==> src/rtl/fracn_pkg.sv <==
package fracn_pkg;
  localparam int A_W = 5;
  localparam int B_W = 10;
  localparam int F_W = 4;

  typedef struct packed {
    logic           p_hi;
    logic           mod_full;
    logic [F_W-1:0] num;
    logic [B_W-1:0] b;
    logic [A_W-1:0] a;
  } div_cfg_t;
endpackage

==> src/rtl/fracn_cfg_check.sv <==
module fracn_cfg_check
  import fracn_pkg::*;
(
  input  div_cfg_t cfg,
  output logic     illegal
);
  logic [B_W:0] a_plus2;
  logic         b_small, b_vs_a, num_bad;

  always_comb begin
    a_plus2 = (B_W+1)'(cfg.a) + (B_W+1)'(2);
    b_small = cfg.b < B_W'(3);
    b_vs_a  = {1'b0, cfg.b} < a_plus2;
    num_bad = !cfg.mod_full && (cfg.num == {F_W{1'b1}});
    illegal = b_small || b_vs_a || num_bad;
  end
endmodule

==> src/rtl/fracn_accum.sv <==
module fracn_accum
  import fracn_pkg::*;
(
  input  logic           clk,
  input  logic           rst,
  input  logic           clr,
  input  logic           step,
  input  logic           mod_full,
  input  logic [F_W-1:0] num,
  output logic           carry
);
  localparam int SW = F_W + 1;

  logic [F_W-1:0] acc_q, acc_next;
  logic [SW-1:0]  sum, modv;
  logic           last_full;

  always_comb begin
    modv     = mod_full ? SW'(2**F_W) : SW'(2**F_W - 1);
    sum      = {1'b0, acc_q} + {1'b0, num};
    carry    = sum >= modv;
    acc_next = carry ? F_W'(sum - modv) : sum[F_W-1:0];
  end

  always_ff @(posedge clk) begin
    if (rst || clr) begin
      acc_q     <= '0;
      last_full <= 1'b1;
    end else if (step) begin
      acc_q     <= acc_next;
      last_full <= mod_full;
    end
  end


  acc_below_mod_chk: assert property (@(posedge clk) disable iff (rst)
    !last_full |-> (acc_q != {F_W{1'b1}}));


  acc_cleared_chk: assert property (@(posedge clk) disable iff (rst)
    clr |=> (acc_q == '0));
endmodule

==> src/rtl/fracn_swallow_core.sv <==
module fracn_swallow_core
  import fracn_pkg::*;
#(
  parameter int P_LO = 16,
  parameter int P_HI = 32
) (
  input  logic           clk,
  input  logic           rst,
  input  logic           hold,
  input  logic           illegal,
  input  logic           carry,
  input  logic           p_hi,
  input  logic [A_W-1:0] a_in,
  input  logic [B_W-1:0] b_in,
  output logic           load,
  output logic           pulse
);
  localparam int PC_W = $clog2(P_HI + 1);
  localparam int AR_W = A_W + 1;

  logic            running;
  logic [PC_W-1:0] pc;
  logic [AR_W-1:0] a_rem, a_eff, a_dec;
  logic [B_W-1:0]  b_rem;
  logic            p_hi_q;
  logic            pre_end;

  function automatic logic [PC_W-1:0] pc_start(input logic hi, input logic swallow);
    int base;
    base = hi ? P_HI : P_LO;
    return swallow ? PC_W'(base) : PC_W'(base - 1);
  endfunction

  always_comb begin
    pre_end = running && (pc == '0) && (b_rem == B_W'(1));
    load    = !hold && !illegal && (!running || pre_end);
    a_eff   = AR_W'(a_in) + AR_W'(carry);
    a_dec   = (a_rem != '0) ? a_rem - AR_W'(1) : a_rem;
  end

  always_ff @(posedge clk) begin
    if (rst || hold) begin
      running <= 1'b0;
      pc      <= '0;
      a_rem   <= '0;
      b_rem   <= '0;
      p_hi_q  <= 1'b0;
      pulse   <= 1'b0;
    end else begin
      pulse <= pre_end;
      if (load) begin
        running <= 1'b1;
        a_rem   <= a_eff;
        b_rem   <= b_in;
        p_hi_q  <= p_hi;
        pc      <= pc_start(p_hi, a_eff != '0);
      end else if (pre_end) begin
        running <= 1'b0;
      end else if (running) begin
        if (pc == '0) begin
          a_rem <= a_dec;
          b_rem <= b_rem - B_W'(1);
          pc    <= pc_start(p_hi_q, a_dec != '0);
        end else begin
          pc <= pc - PC_W'(1);
        end
      end
    end
  end


  pulse_single_chk: assert property (@(posedge clk) disable iff (rst)
    pulse |=> !pulse);


  swallow_lt_main_chk: assert property (@(posedge clk) disable iff (rst)
    running |-> ({{(B_W-AR_W){1'b0}}, a_rem} < b_rem));


  hold_quiet_chk: assert property (@(posedge clk) disable iff (rst)
    hold |=> (!pulse && !running));


  illegal_no_start_chk: assert property (@(posedge clk) disable iff (rst)
    (!running && illegal) |=> !running);
endmodule

==> src/rtl/fracn_feedback_divider.sv <==
module fracn_feedback_divider
  import fracn_pkg::*;
#(
  parameter int P_LO = 16,
  parameter int P_HI = 32
) (
  input  logic           clk,
  input  logic           rst,
  input  logic           hold,
  input  logic [A_W-1:0] a_val,
  input  logic [B_W-1:0] b_val,
  input  logic [F_W-1:0] frac_num,
  input  logic           presc_hi,
  input  logic           frac_mod16,
  output logic           fb_pulse,
  output logic           cfg_illegal
);
  div_cfg_t cfg;
  logic     carry, load;

  assign cfg = '{p_hi: presc_hi, mod_full: frac_mod16, num: frac_num, b: b_val, a: a_val};

  fracn_cfg_check u_check (
    .cfg     (cfg),
    .illegal (cfg_illegal)
  );

  fracn_accum u_accum (
    .clk      (clk),
    .rst      (rst),
    .clr      (hold),
    .step     (load),
    .mod_full (cfg.mod_full),
    .num      (cfg.num),
    .carry    (carry)
  );

  fracn_swallow_core #(.P_LO(P_LO), .P_HI(P_HI)) u_core (
    .clk     (clk),
    .rst     (rst),
    .hold    (hold),
    .illegal (cfg_illegal),
    .carry   (carry),
    .p_hi    (cfg.p_hi),
    .a_in    (cfg.a),
    .b_in    (cfg.b),
    .load    (load),
    .pulse   (fb_pulse)
  );
endmodule

==> config.mk <==
export PLATFORM = sky130hd
export DESIGN_NAME = fracn_feedback_divider
export DESIGN_NICKNAME = d
export VERILOG_FILES = /design/src/rtl/fracn_pkg.sv /design/src/rtl/fracn_cfg_check.sv /design/src/rtl/fracn_accum.sv /design/src/rtl/fracn_swallow_core.sv /design/src/rtl/fracn_feedback_divider.sv
export SDC_FILE = /design/constraint.sdc
export NUM_CORES = 1
export LEC_CHECK = 0
export BUFFER_PORTS_ARGS = -buffer_cell sky130_fd_sc_hd__buf_4
export CAP_MARGIN = 10
export CORE_ASPECT_RATIO = 0.7
export CORE_MARGIN = 3
export CORE_UTILIZATION = 50
export CTS_CLUSTER_SIZE = 20
export DETAILED_ROUTE_END_ITERATION = 7
export HOLD_SLACK_MARGIN = 0.12
export PLACE_DENSITY = 0.7
export SETUP_SLACK_MARGIN = 0.02
export SYNTH_ARGS = -nofsm -noshare
export SYNTH_HDL_FRONTEND = slang
export SYNTH_SLANG_ARGS = --single-unit
export TNS_END_PERCENT = 50
==> constraint.sdc <==
create_clock -name clk -period 4.2 [get_ports clk]
set_clock_uncertainty 0.15 [all_clocks]
set_input_delay 0 -clock clk [delete_from_list [all_inputs] [get_ports clk]]
set_output_delay 0 -clock clk [all_outputs]
set_load 0.05 [all_outputs]
## Word level (Yosys, flattened, before mapping)

Index checks and enable logic that the tools add are counted.
W data, S select, Z words.

| storage, ports and cells | value |
|---|---|
| flip-flop bits (word level) | 29 |
| latch bits | 0 |
| bits in writable memories | 0 |
| ROM bits | 0 |
| bits of input ports | 24 |
| output and inout port bits | 2 |
| word-level logic and storage cells | 65 |
| memories kept | 0 |

| cells by class | value |
|---|---|
| $add $sub $neg | 9 |
| multiply operators | 0 |
| divide/modulo/power cells | 0 |
| $lt $le $gt $ge | 3 |
| equal/unequal tests | 3 |
| shifts and indexed selects | 0 |
| mux-type cells | 21 |
| bitwise logic cells | 0 |
| reduce and logical (&&, ||, !) cells | 22 |

Operator list:

| cell | count |
|---|---|
| $mux W6 | 13 |
| $mux W10 | 4 |
| $reduce_bool A6 Y1 | 3 |
| $sub A6 B1 Y6 const B | 2 |
| $sub A6 B2 Y6 const B | 2 |
| $lt A10 B11 Y1 | 1 |
| $eq A10 B1 Y1 const B | 1 |
| $lt A10 B2 Y1 const B | 1 |
| $sub A10 B1 Y10 const B | 1 |
| $add A5 B1 Y6 | 1 |
| $add A5 B2 Y6 const B | 1 |
| $logic_not A6 Y1 | 1 |
| $reduce_bool A2 Y1 | 3 |
| $add A4 B4 Y5 | 1 |
| $ge A5 B5 Y1 | 1 |
| $logic_and A1 B1 Y1 | 5 |
| $mux W5 | 1 |
| $eq A4 B4 Y1 const B | 1 |
| $logic_not A1 Y1 | 4 |
| $logic_or A1 B1 Y1 | 4 |
| $mux W4 | 1 |
| $sub A4 B4 Y4 | 1 |
| $reduce_and A3 Y1 | 1 |
| $mux W1 | 2 |
| 2 further kinds | 2 |

## Logic depth before layout (Yosys ltp)

Gate-level depths: netlist of the first run.

| logic depth | value |
|---|---|
| word-level depth | 9 |
| depth in mapped cells | 18 |

## Cells and area by module

Synthesis of the first run repeated with hierarchy kept, for this count alone.

| second synthesis, totals | value |
|---|---|
| cells, all modules | 306 |
| area total of the unflattened synthesis | 2507.4 um2 |

By module, submodules not included:

| module | instances | cells each | area each (um2) |
|---|---|---|---|
| fracn_swallow_core | 1 | 234 | 1859.3 |
| fracn_accum | 1 | 47 | 450.4 |
| fracn_cfg_check | 1 | 25 | 197.7 |

## Least setup slack after synthesis of the first run

No wires, ideal clock.

| path | value |
|---|---|
| path type | register -> register |
| start point | reg u_accum.acc_q[0] |
| end point | reg u_core.pc[4] |
| arrival | 3621 ps |
| required time | 3922 ps |
| path slack | 301 ps |
| cell stages (with the launch flop) | 18 |
| clock period less this slack | 3899 ps |
| cells stage by stage | dfxtp_1 > ha_1 > fa_1 > xor2_1 > ha_1 > a21o_1 > a31oi_1 > o21ai_1 > ha_1 > ha_1 > nor4b_1 > a21oi_1 > or4_1 > ha_1 > nand2_1 > o21ai_0 > mux2i_1 > nor2_1 |

| between the ends | value |
|---|---|
| longest elaborated chain between the ends | 6 |

Ends and longest elaborated chain:

| element | line | source |
|---|---|---|
| start, declared | fracn_accum.sv:14 | `logic [F_W-1:0] acc_q, acc_next;` |
| start signal, assigned | fracn_accum.sv:30 | `acc_q <= acc_next;` |
| $add A4 B4 Y5 | fracn_accum.sv:20 | `sum = {1'b0, acc_q} + {1'b0, num};` |
| $ge A5 B5 Y1 | fracn_accum.sv:21 | `carry = sum >= modv;` |
| $add A5 B1 Y6 | fracn_swallow_core.sv:37 | `a_eff = AR_W'(a_in) + AR_W'(carry);` |
| $reduce_bool A6 Y1 | fracn_swallow_core.sv:56 | `pc <= pc_start(p_hi, a_eff != '0);` |
| $mux W6 | fracn_swallow_core.sv:31 | `return swallow ? PC_W'(base) : PC_W'(base - 1);` |
| $mux W6 | fracn_swallow_core.sv:51 | `if (load) begin` |
| end signal, assigned | fracn_swallow_core.sv:56 |  |
| end signal, assigned | fracn_swallow_core.sv:63 | `pc <= pc_start(p_hi_q, a_dec != '0);` |
| end signal, assigned | fracn_swallow_core.sv:65 | `pc <= pc - PC_W'(1);` |
| end, declared | fracn_swallow_core.sv:22 | `logic [PC_W-1:0] pc;` |

No other way between the ends.
A chain may end at the register's enable or synchronous reset.

## Final worst setup path of the first run

| path | value |
|---|---|
| start point | in frac_num[0] |
| end point | reg u_core.pc[4] |

| between the ends | value |
|---|---|
| longest elaborated chain between the ends | 8 |
| elaborated cells on any way between the ends | 15 |

Ends and longest elaborated chain:

| element | line | source |
|---|---|---|
| start, declared | fracn_feedback_divider.sv:12 | `input logic [F_W-1:0] frac_num,` |
| parallel branches: the longest is 8 deep, another holds $add A5 B1 Y6 | - |  |

Several ways; the timed one is not identified.

==> results.md, run 1 <==
- The run finished with clean final reports.
- The share of async-settable or async-resettable flops after synthesis is 0.
- A synthesized cell averages 8.39 um^2.
- Clock tree synthesis inserted a total of 5 buffers.
- The actual transition at the worst max-transition pin is roughly 0.88 ns.
- The critical path is of the input port to register type.
- The final layout net count is 383.
- During I/O placement, the number of pins put on the boundary was 26.
- The finished layout holds 400 standard cells, fillers aside.
- TritonCTS built the clock tree.
- Of the total power, combinational logic draws 0.382.
- The worst path arrival time is 4.03 ns.
- The congestion estimate from routability-driven global placement came to between 0.9 and 1.
- The top cell types in the final layout, fill and taps aside, are dfxtp_1 (29), buf_4 (27), ha_1 (22), a21oi_1 (21), dlygate4sd3_1 (19).
- The first global-routing pass estimated between 10000 and 15000 um of wire.
- The number of diodes added for antenna fixing is 0.
- The cell-internal power is roughly 0.00055 W.
- The clock-pin slew of the registers on the worst-case setup and hold paths is 0.07 ns.
- The worst ir drop on vdd is ~0.15 mV.
- The required time of the critical path is roughly 4.2 ns.
- For this design the static power due to leakage is 1.21 nW.
- The area growth from synthesis to layout is 22.0%.
- The worst setup path is launched from an input port.
- The clock passes through at most 2 buffers.
- In the global route stage, overall resource usage came out at 0.234.
- The instance count after placement with tap cells included is around 370.
- The count of yosys warnings during synthesis is 0.
- The peak per-stage delay on the critical path is between 0.5 and 0.6 ns.
- The count of buffers from port buffering is 25.
- In this run the power density over the cells is 286 mW/mm^2.
- The number of nets in the synthesized netlist is approximately 340.
- The total number of clock tree sinks is 29.
- In this run the worst hold path is classified as input port to register.
- The number of hold violations in the final report is 0.
- The post-synthesis cell count is slightly below 300.
- The effective utilization at floorplan is 0.543.
- The signal on the critical path passes through dlygate4sd3_1, buf_4, ha_1, fa_2, a21o_1, a21o_1, ha_1, a21oi_2, o21ai_2, ha_1, ha_2, nor4b_2, a21oi_1, or4_4, ha_1, nand2_1, o21ai_0, mux2i_1, nor2_1.
- The final critical path time including I/O delays and setup is between 4 and 5 ns.
- The routed layout has ~2400 vias.
- The half-perimeter wire length of the detailed placement result is 4790 um.
- In this run, synthesis inferred 0 flip-flops with an integrated enable.
- The worst pin sits at a relative slew slack of 0.407.
- The total iterations of the first detailed-routing run is 4.
- The worst-path maximum fanout is 3.
- The average wire per cell in the routed design is roughly 17 um.
- The mapped netlist covers about 0.0025 mm^2.
- From left edge to right edge, the die measures ~90 um.
- The slowest stage of the critical path is the dlygate4sd3_1 cell.
- The initial antenna violation count was 0.
- The dominant cell type by area after synthesis is dfxtp_1.
- The total net switching power is 0.000309 W.
- The synthesized design contains 29 register bits.
- The detailed router's first-iteration violation count is roughly 180.
- In this run the remaining antenna-violating nets after routing total 0.
- The total grt overflow is 0.
- Of the total power, the share spent switching nets is 0.360.
- The setup-violating endpoint count in the final report is 0.
- Timing would allow up to roughly 250 MHz.
- Max-cap violations in this run came to 0.
- The clock insertion delay at the later pin of the skew report is between 0.2 and 0.3 ns.
- The most instantiated flip-flop cell in the synthesis netlist is dfxtp_1.
- The via count of the first global-routing pass is 2196.
- The H-tree level count is 2.
- The total wire length is 6680 um.
- Measured along the y axis, the die boundary spans ~65 um.
- The number of placement rows is 20.
- The cell occurring most often along the worst timing path is ha_1.
- In the post-synthesis netlist, the biggest area contributors are dfxtp_1 (24%), ha_1 (12%), a21oi_1 (4.5%).
- For this run, the register share of the synthesized area comes to 0.236.
- The final cell area excluding filler cells is between 0.002 and 0.003 mm^2.
- The share of total power dissipated in sequential elements is 0.357.
- The placeable core area is approximately 0.0045 mm^2.
- After detailed placement, the total cell area comes to between 0.002 and 0.003 mm^2.
- The cell chosen for the clock root is clkbuf_8.
- The full die area is approximately 0.0058 mm^2.
- Leaving out fill and tap cells, the most frequent cell in the layout is dfxtp_1.
- The share of synthesized area in the top cell type comes to 0.236.
- The vias per cell is approximately 6.0.
- In the final layout, the share of cells above drive strength 1 is 0.174.
- The share of the cycle needed by the critical path after routing is 0.957.
- The share of the core filled with cells is 0.662.
- In the routed design, unresolved DRC markers number 0.
- The pin count of the biggest net entering global routing is 28.
- The share of total power dissipated in the clock network is 0.261.
- The max-slew violation total from the final report is 0.
- The worst setup path is captured at a register.
- The post-synthesis cell type count is 60.
==> worst max-delay path, delay by kind of cell <==
kind | cells | cell delay [ns]
mux | 1 | 0.15
simple gates | 4 | 0.80
compound gates | 6 | 0.75
fa+ha+maj | 6 | 1.66
buf+inv | 2 | 0.68
==> power by group through the flow <==
| stage | combinational [W] | clock (W) | sequential (W) |
|---|---|---|---|
| 6_report | 0.000328 | 0.000225 | 0.000306 |
| 5_1_grt | 0.000363 | 0.000240 | 0.000308 |
| 4_1_cts | 0.000305 | 0.000227 | 0.000306 |
| 3_5_place_dp | 0.000289 | 0 | 0.000312 |
| 3_3_place_gp | 0.000287 | 0 | 0.000311 |
| 2_1_floorplan | 0.000220 | 0 | 0.000308 |
==> sequential cells by signal (all words and copies together), names as in the netlist <==
signal	flops
u_core.pulse	1
u_core.b_rem	10
u_core.running	1
u_core.pc	6
u_core.p_hi_q	1
u_core.a_rem	6
u_accum.acc_q	4
==> cells in the mapped netlist, drive strengths merged (5+ instances only) <==
library cell / instances
nand3: 12
ha: 24
clkbuf: 6
nand2: 19
nor4b: 5
mux2i: 8
dfxtp: 29
a21oi: 24
buf: 7
inv: 16
a211oi: 9
nor3: 15
or3: 7
a31oi: 8
nor2: 18
o21ai: 12
xnor2: 10
==> path summary, 6_finish.rpt <==
path / start / end / slack, ns / cells after the start
max: frac_num[0] / u_core.pc[4] / 0.18 / 19
max reg2reg: u_accum.acc_q[0] / u_core.pc[4] / 0.28 / 17
min: a_val[2] / u_core.a_rem[2] / 0.18 / 4
min reg2reg: u_accum.acc_q[0] / u_accum.acc_q[0] / 0.34 / 2
==> kinds of logic (layout without fill, tap and decap cells) <==
| kind of cell | count (synthesis) | in the layout | share of synthesized area |
|---|---|---|---|
| AND/OR/NAND/NOR | 102 | 102 | 0.227 |
| AO/OA/AOI/OAI | 85 | 85 | 0.258 |
| flip-flops | 29 | 29 | 0.236 |
| buffers and inverters | 29 | 70 | 0.0586 |
| adder cells (fa/ha/maj) | 26 | 26 | 0.138 |
| XOR/XNOR | 14 | 14 | 0.0499 |
| multiplexers | 8 | 8 | 0.0326 |
==> metal layers <==
layer	wire, um	track usage	vias to the layer above
met1	3280	0.347	1135
met4	38	0.0516	0
met2	2920	0.351	85
li1	-	-	1187
met3	438	0.0429	4
met5	0	0	-
==> stage by stage <==
step	setup slack (ns)	TNS (ns)	hold WS, ns	power (W)
floorplan	0.301	0	-0.0747	0.000528
global placement	0.264	0	0.0919	0.000598
detailed placement	0.145	0	0.0896	0.000601
CTS	0.0407	0	0.148	0.000838
global route	-0.00975	-0.0149	0.201	0.000912
finish	0.182	0	0.177	0.000859
==> layout make-up <==
cell class	count	area, um^2
clock buffer	6	72.6
clock inverter	2	10.0
fill	389	1530
inverter	16	60.1
multi-input combinational	235	1800
sequential	29	581
tap	66	82.6
timing repair buffer	46	393
==> repair_timing <==
action / CTS / global route
gates resized for setup: 0 / 11
endpoints found under the hold margin: 22 / 0
endpoints found under the setup margin: 0 / 6
hold buffers: 19 / 0
buffers inserted: 0 / 0
(Power assumes the default switching activity.)
==> run 2, diff against run 1 <==
--- a/config.mk
+++ b/config.mk
@@ -5,7 +5,7 @@
 export SDC_FILE = /design/constraint.sdc
 export NUM_CORES = 1
 export LEC_CHECK = 0
-export BUFFER_PORTS_ARGS = -buffer_cell sky130_fd_sc_hd__buf_4
+export BUFFER_PORTS_ARGS = -buffer_cell sky130_fd_sc_hd__buf_2
 export CAP_MARGIN = 10
 export CORE_ASPECT_RATIO = 0.7
 export CORE_MARGIN = 3
==> constraint.sdc (replaced) <==
create_clock -name clk -period 4.2 [get_ports clk]
set_clock_uncertainty 0.15 [all_clocks]
set_input_delay 0.84 -clock clk [delete_from_list [all_inputs] [get_ports clk]]
set_output_delay 0.84 -clock clk [all_outputs]
set_load 0.05 [all_outputs]
==> run 2 against run 1 <==
Register-to-register slack better by 0.05 ns. Critical endpoint is now u_core.pc[2]. Clock power is 4% higher. Critical path depth is 2 lower. Via count is 2.3% lower. Critical path type unchanged. Global-route usage is 0.67 points lower. First-iteration DRC count is 21% lower.
==> results.md, run 2 (synthesis gave the netlist of run 1 again) <==
- Clock tree synthesis selected as its root buffer the cell clkbuf_8.
- The final critical path time including I/O delays and setup is 4.18 ns (+0.165 ns).
- The clock insertion delay at the later pin of the skew report is 0.28 ns (about the same).
- The global-route wire length before repair came to 10600 um (-2.5%).
- Walking the worst path, the cells encountered are buf_8, ha_4, fa_2, xor2_2, ha_1, a21o_1, a31oi_2, o21ai_2, ha_2, ha_4, xor2_2, nor2_1, a21oi_1, or4_4, buf_6, a211o_4, a311oi_2.
- The slack of the critical path came to 0.0164 ns (-0.165 ns).
- The number of ports placed on the die boundary is 26 (unchanged).
- The total number of clock tree sinks was 29 (unchanged).
- The leakage power figure came to 1.18 nW (-2.2%).
- The slowest stage cell on the critical path is or4_4.
- The number of remaining DRC errors came to 0 (unchanged).
- The overall die height is 64.7 um (unchanged).
- The remaining number of nets flagged by the antenna check after routing is 0 (unchanged).
- The max-slew violation total from the final report is 0 (unchanged).
- The final weighted congestion of routability-driven global placement was 0.886 (-3.6%).
- The full die area came to 0.00581 mm^2 (unchanged).
- The peak per-stage delay on the critical path is 0.44 ns (-0.10 ns).
- The total global routing track utilization is 0.227 (-0.00668).
- The actual transition at the worst max-transition pin is 0.829 ns (-0.0460 ns).
- The synthesis-to-layout area growth is 18.0%.
- The pin count of the biggest net entering global routing is 27 (-3.6%).
- In the final layout, the registers with the most flip-flops are u_core.b_rem: 10 flops, u_core.a_rem: 6 flops, u_core.pc: 6 flops.
- The count of buffers from port buffering is 25 (unchanged).
- The required time of the critical path came to 4.25 ns (+0.04 ns).
- The clock-pin slew of the registers on the worst-case setup and hold paths was 0.06 ns (about the same).
- The relative max-transition margin is 0.447 (+0.0399).
- The share of the cycle needed by the critical path after routing was 0.996 (+0.0393).
- The final cell area excluding filler cells came to 0.00290 mm^2 (-3.3%).
- The critical path buffer and inverter count came to 2 (unchanged).
- The initial antenna violation count is 0 (unchanged).
- The average wire per cell in the routed design was 16.5 um (-1.3%).
- The placed cell area is 0.00269 mm^2 (+1.0%).
- The worst path arrival time came to 4.23 ns (+0.20 ns).
- The total iterations of the first detailed-routing run came to 5 (+1).
- The worst setup timing slack at the placement stage is -0.309 ns (-0.454 ns).
- The half-perimeter wire length of the detailed placement result is 4770 um (-0.32%).
- The register with the most flip-flops in the final layout is u_core.b_rem.
- The cell type group with the largest total delay on the critical path is adder cells.
- The final layout net count is 377 (-1.6%).
- The total grt overflow is 0 (unchanged).
- The power density normalized to cell area is 300 mW/mm^2 (+4.7%).
- The H-tree level count is 2 (unchanged).
- The flow ran to the end, and the final reports show no timing, DRC or antenna violations.
- The detailed router's first-iteration violation count is 141 (-21%).
- The total negative setup slack was 0 ns (unchanged).
- The CTS tree is built.
- The worst hold-check path type is register to register.
- The worst setup path is of the input port to register kind.
- The worst-path maximum fanout is 4 (+1).
- The via count of the first global-routing pass is 2129 (-3.1%).
- The nature of the critical path startpoint is an input port.
- The worst ir drop on vdd is 0.214 mV (+40%).
- The library cells used most frequently in the layout, excluding fill and tap cells, are dfxtp_1 (29), buf_2 (24), a21oi_1 (22), ha_1 (21).
- The share of the core filled with cells is 0.640 (-0.0218).
- The share of post-route cells with drive strength above 1 is 0.229 (+0.0557).
- The number of diodes added for antenna fixing came to 0 (unchanged).
- The number of placement rows was 20 (unchanged).
- The number of buffers inserted for hold repair after clock tree synthesis is 0 (-19).
- The number of hold violations in the final report is 0 (unchanged).
- The flip-flop count of the largest register, all copies and words added came to 10 (unchanged).
- The vias per cell is 5.99 (-0.58%).
- The clock tree buffer depth is 2 (unchanged).
- The maximum clock frequency is 239 MHz (-3.9%).
- Setup repair after global routing could not meet its margin everywhere.
- The max capacitance violation total is 0 (unchanged).
- The endpoint type of the worst setup path is a register.
- The effective utilization at floorplan is 0.543 (unchanged).
- The placeable core area was 0.00453 mm^2 (unchanged).
- The width of the chip is 89.8 um (unchanged).
- The most common cell after layout, fill and taps aside is dfxtp_1.
- The total number of vias is 2355 (-2.3%).
- The total wire length came to 6480 um (-3.0%).
- The setup-violating endpoint count in the final report is 0 (unchanged).
- The number of buffers inserted during clock tree synthesis is 5 (unchanged).
run 2: changes by cell type in the layout (fill, tap and decap cells not counted), moves of 2 or more:
cell,before,now
dlygate4sd3_1,19,0
clkinv_2,2,0
a211oi_1,9,7
xor2_2,0,2
buf_2,0,24
buf_4,27,14
a211oi_2,0,2
run 2: worst paths after layout:
| path | start | endpoint | slack [ns] | depth (start not counted) |
|---|---|---|---|---|
| worst max register to register | u_accum.acc_q[0] | u_core.pc[2] | 0.33 | 16 |
| worst min register to register | u_core.pc[1] | u_core.pc[1] | 0.33 | 2 |
| worst min-delay path | u_core.pc[1] | u_core.pc[1] | 0.33 | 2 |
| worst max-delay path | frac_num[0] | u_core.pc[2] | 0.02 | 17 |
run 2: layout make-up:
type | count | area, um^2
flip-flops and latches | 29 | 581
multi-input cells | 235 | 1840
well taps | 66 | 82.6
repair buffers | 40 | 251
inverters | 16 | 60.1
fillers | 416 | 1630
clock buffers | 7 | 86.3
run 2: repair_timing:
item | CTS | global route
buffers inserted | 0 | 5
gates cloned | 0 | 0
pin swaps | 0 | 4
gates resized for setup | 3 | 12
setup endpoints to repair | 4 | 6
run 2: per-layer routing:
layer / vias up / part of all wire / global-route usage
li1: 1166 / - / -
met3: 13 / 0.084 / 0.0418
met5: - / 0 / 0
met1: 1076 / 0.50 / 0.348
met4: 0 / 0.015 / 0.0631
met2: 100 / 0.40 / 0.320
run 2: power breakdown:
part           switching [W]  leakage [nW]  internal, W
registers          0.0000170         0.236     0.000290
logic               0.000182         0.898     0.000146
clock network       0.000105        0.0443     0.000130
total               0.000304          1.18     0.000565
run 2: worst register-to-register path, delay by kind of cell (launching register included):
family	cells	cell delay [ns]
xor+xnor	2	0.33
simple gates	2	0.53
compound gates	6	1.10
flops	1	0.33
fa+ha+maj	5	1.22
buf+inv	1	0.14
run 2: stage by stage:
step	power [W]	instances	hold WS (ns)
6_report	0.000870	393	0.335
5_1_grt	0.000925	393	0.377
4_1_cts	0.000853	388	0.334
3_5_place_dp	0.000613	381	0.328
3_3_place_gp	0.000611	381	0.321
2_1_floorplan	0.000533	293	0.297
